==> src/rtl/mst_pkg.sv <==
package mst_pkg;

  // line index inside the internal level vector (matches status bit order)
  localparam int LINE_CNT = 4;
  localparam int IDX_CTS  = 0;
  localparam int IDX_DSR  = 1;
  localparam int IDX_RI   = 2;
  localparam int IDX_DCD  = 3;

  // control bit positions
  localparam int CTL_DTR  = 0;
  localparam int CTL_RTS  = 1;
  localparam int CTL_OUT1 = 2;
  localparam int CTL_OUT2 = 3;
  localparam int CTL_LOOP = 4;
  localparam int CTL_W    = 5;

  // line status layout
  localparam int LST_W    = 7;
  localparam int BYTE_W   = 8;

  typedef enum logic [1:0] {
    RPT_IDLE = 2'd0,
    RPT_MSR  = 2'd1,
    RPT_LSR  = 2'd2
  } rpt_state_e;

endpackage

==> src/rtl/mst_sync.sv <==
module mst_sync #(
  parameter int W      = 4,
  parameter int STAGES = 2
) (
  input  logic         clk,
  input  logic         rst_n,
  input  logic [W-1:0] async_i,
  output logic [W-1:0] sync_o
);

  logic [W-1:0] stage_q [STAGES];

  genvar s;
  generate
    for (s = 0; s < STAGES; s++) begin : g_stage
      if (s == 0) begin : g_first
        always_ff @(posedge clk or negedge rst_n) begin
          if (!rst_n) stage_q[s] <= '0;
          else        stage_q[s] <= async_i;
        end
      end else begin : g_next
        always_ff @(posedge clk or negedge rst_n) begin
          if (!rst_n) stage_q[s] <= '0;
          else        stage_q[s] <= stage_q[s-1];
        end
      end
    end
  endgenerate

  assign sync_o = stage_q[STAGES-1];

endmodule

==> src/rtl/mst_delta.sv <==
module mst_delta #(
  parameter int         W          = 4,
  parameter logic [W-1:0] TRAIL_MASK = 4'b0100
) (
  input  logic         clk,
  input  logic         rst_n,
  input  logic [W-1:0] level_i,
  input  logic         clr_i,
  output logic [W-1:0] lvl_q,
  output logic [W-1:0] dlt_q,
  output logic [W-1:0] lvl_d,
  output logic [W-1:0] dlt_d,
  output logic         new_flag_o
);

  logic [W-1:0] hit;

  genvar i;
  generate
    for (i = 0; i < W; i++) begin : g_line
      if (TRAIL_MASK[i]) begin : g_trail
        assign hit[i] = lvl_q[i] & ~level_i[i];
      end else begin : g_both
        assign hit[i] = lvl_q[i] ^ level_i[i];
      end
    end
  endgenerate

  always_comb begin
    lvl_d      = level_i;
    dlt_d      = (clr_i ? '0 : dlt_q) | hit;
    new_flag_o = |(dlt_d & ~dlt_q);
  end

  always_ff @(posedge clk or negedge rst_n) begin
    if (!rst_n) begin
      lvl_q <= '0;
      dlt_q <= '0;
    end else begin
      lvl_q <= lvl_d;
      dlt_q <= dlt_d;
    end
  end

endmodule

==> src/rtl/mst_report.sv <==
module mst_report
  import mst_pkg::*;
#(
  parameter int BW = BYTE_W
) (
  input  logic          clk,
  input  logic          rst_n,
  input  logic          trig_i,
  input  logic [BW-1:0] msr_next_i,
  input  logic [BW-1:0] lsr_i,
  output logic          valid_o,
  input  logic          ready_i,
  output logic [BW-1:0] data_o,
  output logic          last_o
);

  rpt_state_e    state_q, state_d;
  logic          pend_q, pend_d;
  logic          load;
  logic [BW-1:0] smsr_q, slsr_q;

  always_comb begin
    state_d = state_q;
    pend_d  = pend_q;
    load    = 1'b0;
    unique case (state_q)
      RPT_IDLE: begin
        if (trig_i) begin
          state_d = RPT_MSR;
          load    = 1'b1;
        end
      end
      RPT_MSR: begin
        pend_d = pend_q | trig_i;
        if (ready_i) state_d = RPT_LSR;
      end
      RPT_LSR: begin
        if (ready_i) begin
          if (trig_i || pend_q) begin
            state_d = RPT_MSR;
            load    = 1'b1;
            pend_d  = 1'b0;
          end else begin
            state_d = RPT_IDLE;
          end
        end else begin
          pend_d = pend_q | trig_i;
        end
      end
      default: state_d = RPT_IDLE;
    endcase
  end

  always_ff @(posedge clk or negedge rst_n) begin
    if (!rst_n) begin
      state_q <= RPT_IDLE;
      pend_q  <= 1'b0;
    end else begin
      state_q <= state_d;
      pend_q  <= pend_d;
    end
  end

  // snapshot registers with explicit load enable
  always_ff @(posedge clk or negedge rst_n) begin
    if (!rst_n) begin
      smsr_q <= '0;
      slsr_q <= '0;
    end else if (load) begin
      smsr_q <= msr_next_i;
      slsr_q <= lsr_i;
    end
  end

  assign valid_o = (state_q != RPT_IDLE);
  assign last_o  = (state_q == RPT_LSR);
  assign data_o  = last_o ? slsr_q : smsr_q;

endmodule

==> src/rtl/modem_status_tracker.sv <==
module modem_status_tracker
  import mst_pkg::*;
#(
  parameter int                SYNC_STAGES = 2,
  parameter logic [LINE_CNT-1:0] TRAIL_MASK  = 4'b0100
) (
  input  logic              clk,
  input  logic              rst_n,
  input  logic              cts_i,
  input  logic              dsr_i,
  input  logic              ri_i,
  input  logic              dcd_i,
  input  logic [CTL_W-1:0]  mcr_i,
  input  logic [LST_W-1:0]  line_st_i,
  input  logic              rd_stb_i,
  output logic [BYTE_W-1:0] msr_o,
  output logic              rpt_valid_o,
  input  logic              rpt_ready_i,
  output logic [BYTE_W-1:0] rpt_data_o,
  output logic              rpt_last_o
);

  localparam int ERR_LO = 1;
  localparam int ERR_HI = 4;
  localparam int ERR_W  = ERR_HI - ERR_LO + 1;

  logic [LINE_CNT-1:0] pins, pins_s, loop_lv, level;
  logic [LINE_CNT-1:0] lvl_q, dlt_q, lvl_d, dlt_d;
  logic                dlt_new;
  logic [ERR_W-1:0]    err_prev_q;
  logic                err_rise;
  logic [BYTE_W-1:0]   lsr;

  always_comb begin
    pins          = '0;
    pins[IDX_CTS] = cts_i;
    pins[IDX_DSR] = dsr_i;
    pins[IDX_RI]  = ri_i;
    pins[IDX_DCD] = dcd_i;
    loop_lv          = '0;
    loop_lv[IDX_CTS] = mcr_i[CTL_RTS];
    loop_lv[IDX_DSR] = mcr_i[CTL_DTR];
    loop_lv[IDX_RI]  = mcr_i[CTL_OUT1];
    loop_lv[IDX_DCD] = mcr_i[CTL_OUT2];
  end

  mst_sync #(.W(LINE_CNT), .STAGES(SYNC_STAGES)) i_sync (
    .clk     (clk),
    .rst_n   (rst_n),
    .async_i (pins),
    .sync_o  (pins_s)
  );

  assign level = mcr_i[CTL_LOOP] ? loop_lv : pins_s;

  mst_delta #(.W(LINE_CNT), .TRAIL_MASK(TRAIL_MASK)) i_delta (
    .clk        (clk),
    .rst_n      (rst_n),
    .level_i    (level),
    .clr_i      (rd_stb_i),
    .lvl_q      (lvl_q),
    .dlt_q      (dlt_q),
    .lvl_d      (lvl_d),
    .dlt_d      (dlt_d),
    .new_flag_o (dlt_new)
  );

  always_ff @(posedge clk or negedge rst_n) begin
    if (!rst_n) err_prev_q <= '0;
    else        err_prev_q <= line_st_i[ERR_HI:ERR_LO];
  end

  assign err_rise = |(line_st_i[ERR_HI:ERR_LO] & ~err_prev_q);
  assign lsr      = {|line_st_i[4:2], line_st_i};

  mst_report #(.BW(BYTE_W)) i_report (
    .clk        (clk),
    .rst_n      (rst_n),
    .trig_i     (dlt_new | err_rise),
    .msr_next_i ({lvl_d, dlt_d}),
    .lsr_i      (lsr),
    .valid_o    (rpt_valid_o),
    .ready_i    (rpt_ready_i),
    .data_o     (rpt_data_o),
    .last_o     (rpt_last_o)
  );

  assign msr_o = {lvl_q, dlt_q};

endmodule

==> config.mk <==
export PLATFORM = sky130hd
export DESIGN_NAME = modem_status_tracker
export DESIGN_NICKNAME = d
export VERILOG_FILES = /design/src/rtl/mst_pkg.sv /design/src/rtl/mst_sync.sv /design/src/rtl/mst_delta.sv /design/src/rtl/mst_report.sv /design/src/rtl/modem_status_tracker.sv
export SDC_FILE = /design/constraint.sdc
export NUM_CORES = 1
export LEC_CHECK = 0
export BUFFER_PORTS_ARGS = -buffer_cell sky130_fd_sc_hd__buf_2
export CAP_MARGIN = 20
export CORE_ASPECT_RATIO = 0.7
export CORE_MARGIN = 1.5
export CORE_UTILIZATION = 35
export DETAILED_ROUTE_END_ITERATION = 12
export SLEW_MARGIN = 0
export SYNTH_ARGS = -nofsm -noshare
export SYNTH_HDL_FRONTEND = slang
export SYNTH_SLANG_ARGS = --single-unit
==> constraint.sdc <==
create_clock -name clk -period 2.3 [get_ports clk]
set_input_delay 0.115 -clock clk [delete_from_list [all_inputs] [get_ports clk]]
set_output_delay 0.115 -clock clk [all_outputs]
set_load 0.03 [all_outputs]
==> impl_results.md, run 1 <==
- Max transition margin: 0.4348
- Cell area after layout: 2054 um2
- Path category of the worst min-delay check: in -> reg
- Cell Area, Placed: 1857 um2
- LEAKAGE: 0.9585 nW
- Full die area: 4989 um2
- Root Buffer: clkbuf_8
- Post-CTS Resized: 0
- Via count: roughly 1000
- Fmax: approximately 0.45 GHz
- Top fanout value on the critical path: 16
- Yosys Warn Count: 0
- Synth area leaders: dfrtp_1 (61%), mux2_2 (12%), mux2_4 (10%)
- N_diodes: 0
- Crit path required time: 2470 ps
- Fin crit period: 2221 ps
- Vias in the first global route: 1031
- Num CTS Buffers: 5
- Avg Inst Size Synth: 15.09 um2
- DRT iter0 DRCs: 39
- Die H: 59.55 um
- Most frequent cells in the layout: dfrtp_1 (39), buf_2 (37), mux2_2 (17)
- Post-synthesis cell count: 106
- Worst Path Class, Setup: in -> reg
- Core area: 4354 um2
- Clock Path Buffers: 2
- Initial antenna violation count: 0
- Synth cell types: 25
- Wire length on met2: 1294 um
- CP startpoint kind: input pin
- Commonest non-fill, non-tap cell in the layout: dfrtp_1
- Register area share after synthesis: 0.6103
- Residual DRC count: 0
- Power per Cell Area: between 1000 and 1500 nW/um2
- VDD IR-drop max: between 0.0005 and 0.0006 V
- H-tree depth: 2
- Max Transition Viols Final: 0
- Row count: 20
- RSZ-0062 raised after global routing: no
- Mapped cell area: 1599 um2
- Crit end category: flip-flop
- Area delta synth->final: 28.48%
- Final setup vio count: 0
- Net Count, Synth: 126
- Vias/cell: approximately 4.6
- Layout Nets: 180
- GRT Residual Overflow: 0
- Clock Skew: 6.412 ps
- Post-DP HPWL: 2121 um
- Routed Antenna Nets: 0
- Starting Density: 0.3672
- Die width: 83.79 um
- Setup TNS Final: 0 ps
- DR pass1 iterations: 4
- Routed WL: ~3000 um
- Largest net degree at the start of global routing: 40
- # IOs: 38
- Worst-skew pair later-pin latency: 290 ps
- Hold-critical path depth: 2
- Met3 Routed Length: 171 um
- Port Buffers: 37
- FF-to-FF path depth: 6
- Routed len/inst: 13.85 um
- Worst Max-Slew Pin Slew: ~850 ps
- First-pass GRT wire length: 5161 um
- Global Route Usage Sum: 0.1382
- Worst-path clk slew: 70 ps
- Status: finished, final reports clean
- Top-area cell type share of the netlist area: 0.6103
- GP Congestion: 0.6787
- Final Cycle Share: 0.9657
- Synthesis-stage register bit count: 39
- Max-cap violation count: 0
- Largest area contributor in the netlist: dfrtp_1
- Wl on met1: 1480 um
- CTS tree: built
- Share of post-route cells with drive strength above 1: 0.4969
- Worst EP arrival: 2390 ps
- Clk sinks: 39
- Top sig layer: met4
- Final Hold Viols: 0
path summary, 6_finish.rpt:
kind,slack [ps],endpoint,start
setup / recovery,80,i_report.smsr_q[7]$_DFFE_PN0P_,line_st_i[3]
hold / removal,60,i_report.slsr_q[6]$_DFFE_PN0P_,line_st_i[6]
setup reg to reg,110,i_report.smsr_q[7]$_DFFE_PN0P_,i_sync.sync_o[1]$_DFF_PN0_
hold reg to reg,350,i_sync.sync_o[3]$_DFF_PN0_,i_sync.stage_q[7]$_DFF_PN0_
max in group asynchronous,1290,i_sync.stage_q[7]$_DFF_PN0_,rst_n
min in group asynchronous,470,i_report.smsr_q[1]$_DFFE_PN0P_,rst_n
critical path, cell delays in order:
cell and delay [ps]:
dlygate4sd3_1 530, buf_2 140, nor2b_1 130, a2111oi_1 380
o221ai_2 210, o31ai_4 330, buf_12 210, mux2_2 350
cells by family after synthesis:
family / after synthesis / synth area share
XOR/XNOR: 3 / 0.01643
flip-flops: 39 / 0.6103
multiplexers: 29 / 0.2293
AO/OA/AOI/OAI: 12 / 0.06181
AND/OR/NAND/NOR: 14 / 0.05087
buffers and inverters: 9 / 0.03130
report_power, final:
part	switching, W	internal (W)
Combinational	0.000474	0.000457
Clock	0.000226	0.000274
Sequential	0.000119	0.000868
Total	0.000819	0.00160
state kept, by name, summed over array words and instances, names as in the netlist, 2 cells and up:
register and cells:
i_report.slsr_q 8, i_report.smsr_q 8, err_prev_q 4, i_delta.dlt_q 4
i_delta.lvl_q 4, i_sync.stage_q 4, i_sync.sync_o 4, i_report.state_q 2
per-layer routing:
layer | global-route usage | vias up
met1 | 0.1934 | 489
li1 | - | 473
met2 | 0.1959 | 29
met5 | 0 | -
met4 | 0.05621 | 0
met3 | 0.05014 | 7
cell usage after synthesis:
cell       number
a2bb2oi_1       1
clkbuf_1        1
o21a_1          1
o21ai_0         5
or3_1           1
mux2i_1         1
a2111oi_1       1
or2_2           2
o31ai_4         1
and2_1          1
xnor2_1         3
buf_12          1
nand2_1         3
mux2_4         11
inv_1           7
nor2b_2         1
a21oi_1         1
dfrtp_1        39
mux2_2         17
and3_1          1
nor2b_1         3
nor2_1          1
o22ai_1         1
o221ai_2        1
or4_1           1
area by class of cell:
cell class,count,area [um2]
clock buffers,8,100.1
fillers,411,2300
inverters,7,26.28
multi-input cells,58,573.1
flip-flops and latches,39,975.9
well taps,55,68.82
repair buffers,49,310.3
through the flow:
step / hold WS [ps] / util / cells / total power [W] / setup slack, ps
CTS: 51.86 / 0.4701 / 215 / 0.002440 / 48.88
detailed placement: 224.3 / 0.4264 / 198 / 0.001923 / 117.3
finish: 61.31 / 0.4718 / 216 / 0.002417 / 78.80
floorplan: -180.6 / - / 106 / 0.001690 / 277.2
global route: 49.63 / 0.4718 / 216 / 0.002567 / 17.46
global placement: 223.6 / 0.4264 / 198 / 0.001895 / 171.9
repair_timing:
action                                  CTS  global route
buffers inserted                          0             1
endpoints found under the setup margin    0             5
endpoints found under the hold margin    47             0
hold buffers                              9             0
No activity file was read; power rests on OpenSTA's default activity.
==> inputs of run 2 (changes only) <==
GPL_TIMING_DRIVEN = 0   (was default)
==> run 2 against run 1 <==
- hold slack worse by 4.1 ps
- cell area is 1.4% higher
- register-to-register slack better by 70 ps
- highest routed layer unchanged
- flip-flop and latch count unchanged
- sequential power is 0.7% lower
- clock power increased by 17%
- largest cell class unchanged
- setup slack better by 110 ps
- die area is the same
- sequential share of layout area down 0.66 points
- count of clock-buffer cells in the layout down 2
==> impl_results.md, run 2 (synthesized netlist as in run 1, its figures left out) <==
- Row count: 20 (unchanged)
- Full die area: 4989 um2 (unchanged)
- Starting Density: 0.3672 (unchanged)
- Beginning of the worst hold path: line_st_i[6]
- Crit path required time: 2470 ps (about the same)
- Worst reg-to-reg setup slack: 180 ps (+70 ps)
- DRT iter0 DRCs: 35 (-10%)
- Routed Antenna Nets: 0 (unchanged)
- Final Cycle Share: 0.9199 (-0.04584)
- RSZ-0062 raised after global routing: no
- Fin crit period: 2116 ps (-105.4 ps)
- N_diodes: 0 (unchanged)
- R2r startpoint: i_sync.sync_o[1]$_DFF_PN0_
- GRT Residual Overflow: 0 (unchanged)
- Worst EP arrival: 2290 ps (-100 ps)
- Setup TNS Final: 0 ps (unchanged)
- Layout Nets: 182 (+1.1%)
- Worst-skew pair later-pin latency: 290 ps (about the same)
- Via count: 1004 (+0.60%)
- Most frequent cells in the layout: dfrtp_1 (39), buf_2 (37), mux2_2 (17)
- CTS tree: built
- CP startpoint kind: flip-flop
- Die H: 59.55 um (unchanged)
- Num CTS Buffers: 5 (unchanged)
- Top fanout value on the critical path: 5 (-11)
- Routed len/inst: 13.35 um (-3.6%)
- Worst Path Class, Setup: reg -> reg
- Worst-path clk slew: 70 ps (about the same)
- Root Buffer: clkbuf_8
- Hold endpoint: i_report.slsr_q[6]$_DFFE_PN0P_
- Area delta synth->final: 30.28%
- Core area: 4354 um2 (unchanged)
- Initial antenna violation count: 0 (unchanged)
- Crit end category: flip-flop
- Residual DRC count: 0 (unchanged)
- Path category of the worst min-delay check: in -> reg
- Max transition margin: 0.4241 (-0.01065)
- H-tree depth: 2 (unchanged)
- Largest net degree at the start of global routing: 40 (unchanged)
- Die width: 83.79 um (unchanged)
- Clock Skew: 6.162 ps (-0.2503 ps)
- Post-DP HPWL: 2052 um (-3.2%)
- Biggest regs: i_report.slsr_q (8), i_report.smsr_q (8)
- Port Buffers: 37 (unchanged)
- Fmax: 0.4726 GHz (+5.0%)
- Finished Layout Cells: 218 (+0.93%)
- LEAKAGE: 0.9735 nW (+1.6%)
- # IOs: 38 (unchanged)
- Status: finished, final reports clean
- Final setup vio count: 0 (unchanged)
- Clk sinks: 39 (unchanged)
- First-pass GRT wire length: 4981 um (-3.5%)
- GP Congestion: 0.7359 (+8.4%)
- Vias in the first global route: 1041 (+0.97%)
- Clock Path Buffers: 2 (unchanged)
- FF-to-FF path depth: 6 (unchanged)
- Worst Max-Slew Pin Slew: 863.8 ps (+15.98 ps)
- Vias/cell: 4.606 (-0.32%)
- Max-cap violation count: 0 (unchanged)
- Commonest non-fill, non-tap cell in the layout: dfrtp_1
- Final Hold Viols: 0 (unchanged)
- Share of post-route cells with drive strength above 1: 0.5031 (+0.006173)
- Post-CTS Resized: 0 (unchanged)
- Hold-critical path depth: 2 (unchanged)
- R2R Path End: i_report.smsr_q[7]$_DFFE_PN0P_
- Cell count after placement: 198 (unchanged)
- DR pass1 iterations: 4 (unchanged)
- Power per Cell Area: 1207 nW/um2 (+2.6%)
- VDD IR-drop max: 0.0006172 V (+6.4%)
- Max Transition Viols Final: 0 (unchanged)
- Routed WL: 2910 um (-2.7%)
- Global Route Usage Sum: 0.1317 (-0.006469)
-- run 2: cell count changes in the layout (fill, tap and decap cells not counted), sizes merged --
cell,previous run,this run
buf,40,41
bufinv,0,1
clkbuf,8,7
clkinv,0,1
-- run 2: worst max path at each step --
stage / startpoint / to / slack (ps) / cells after the start
after CTS: i_sync.sync_o[1]$_DFF_PN0_ / i_report.slsr_q[5]$_DFFE_PN0P_ / 20 / 6
final: i_sync.sync_o[1]$_DFF_PN0_ / i_report.smsr_q[7]$_DFFE_PN0P_ / 180 / 6
after detailed placement: line_st_i[1] / i_report.slsr_q[0]$_DFFE_PN0P_ / 30 / 7
after floorplan: i_sync.sync_o[1]$_DFF_PN0_ / i_report.slsr_q[0]$_DFFE_PN0P_ / 280 / 6
after global routing: i_sync.sync_o[1]$_DFF_PN0_ / i_report.smsr_q[3]$_DFFE_PN0P_ / 90 / 6
after global placement: line_st_i[1] / i_report.slsr_q[4]$_DFFE_PN0P_ / 20 / 7
-- run 2: worst max-delay path, cell delays in order (launching register included) --
cell and delay [ps]:
dfrtp_1 360, mux2_4 280, xnor2_1 290, o221ai_2 200, o31ai_4 350, buf_4 200
mux2_2 320
-- run 2: what timing repair did --
item | 4_1_cts | 5_1_grt
buffers inserted | 0 | 3
endpoints found under the hold margin | 47 | 0
setup endpoints to repair | 0 | 10
hold buffers | 9 | 0
-- run 2: layer usage --
layer  GRT usage  share of wire  routed length, um
met4     0.06323          0.017                 50
met3     0.04318          0.074                215
met2      0.1947           0.42               1227
met5           0              0                  0
met1      0.1771           0.49               1417
-- run 2: final cells by class --
type                            instances  area (um2)
Fill cell                             407        2271
Sequential cell                        39       975.9
Multi-Input combinational cell         58       573.1
Timing Repair Buffer                   49       297.8
Clock buffer                            6       82.58
Tap cell                               55       68.82
Clock inverter                          2       35.03
Inverter                                7       26.28
Buffer                                  2       23.77
-- run 2: power breakdown --
part / switching, W / internal (W)
clock network: 0.000235 / 0.000351
logic: 0.000473 / 0.000474
registers: 0.000113 / 0.000867
-- run 2: stage by stage --
| stage | hold WS, ps | total power [W] | util | cell area, um2 | setup WS [ps] |
|---|---|---|---|---|---|
| 5_1_grt | 57.33 | 0.002662 | 0.4784 | 2083 | 86.94 |
| 4_1_cts | 49.94 | 0.002518 | 0.4733 | 2061 | 19.46 |
| 3_3_place_gp | 222.6 | 0.001890 | 0.4256 | 1853 | 20.82 |
| 6_report | 57.23 | 0.002514 | 0.4784 | 2083 | 184.2 |
| 3_5_place_dp | 226.0 | 0.001908 | 0.4256 | 1853 | 25.00 |
| 2_1_floorplan | -180.6 | 0.001690 | - | 1599 | 277.2 |
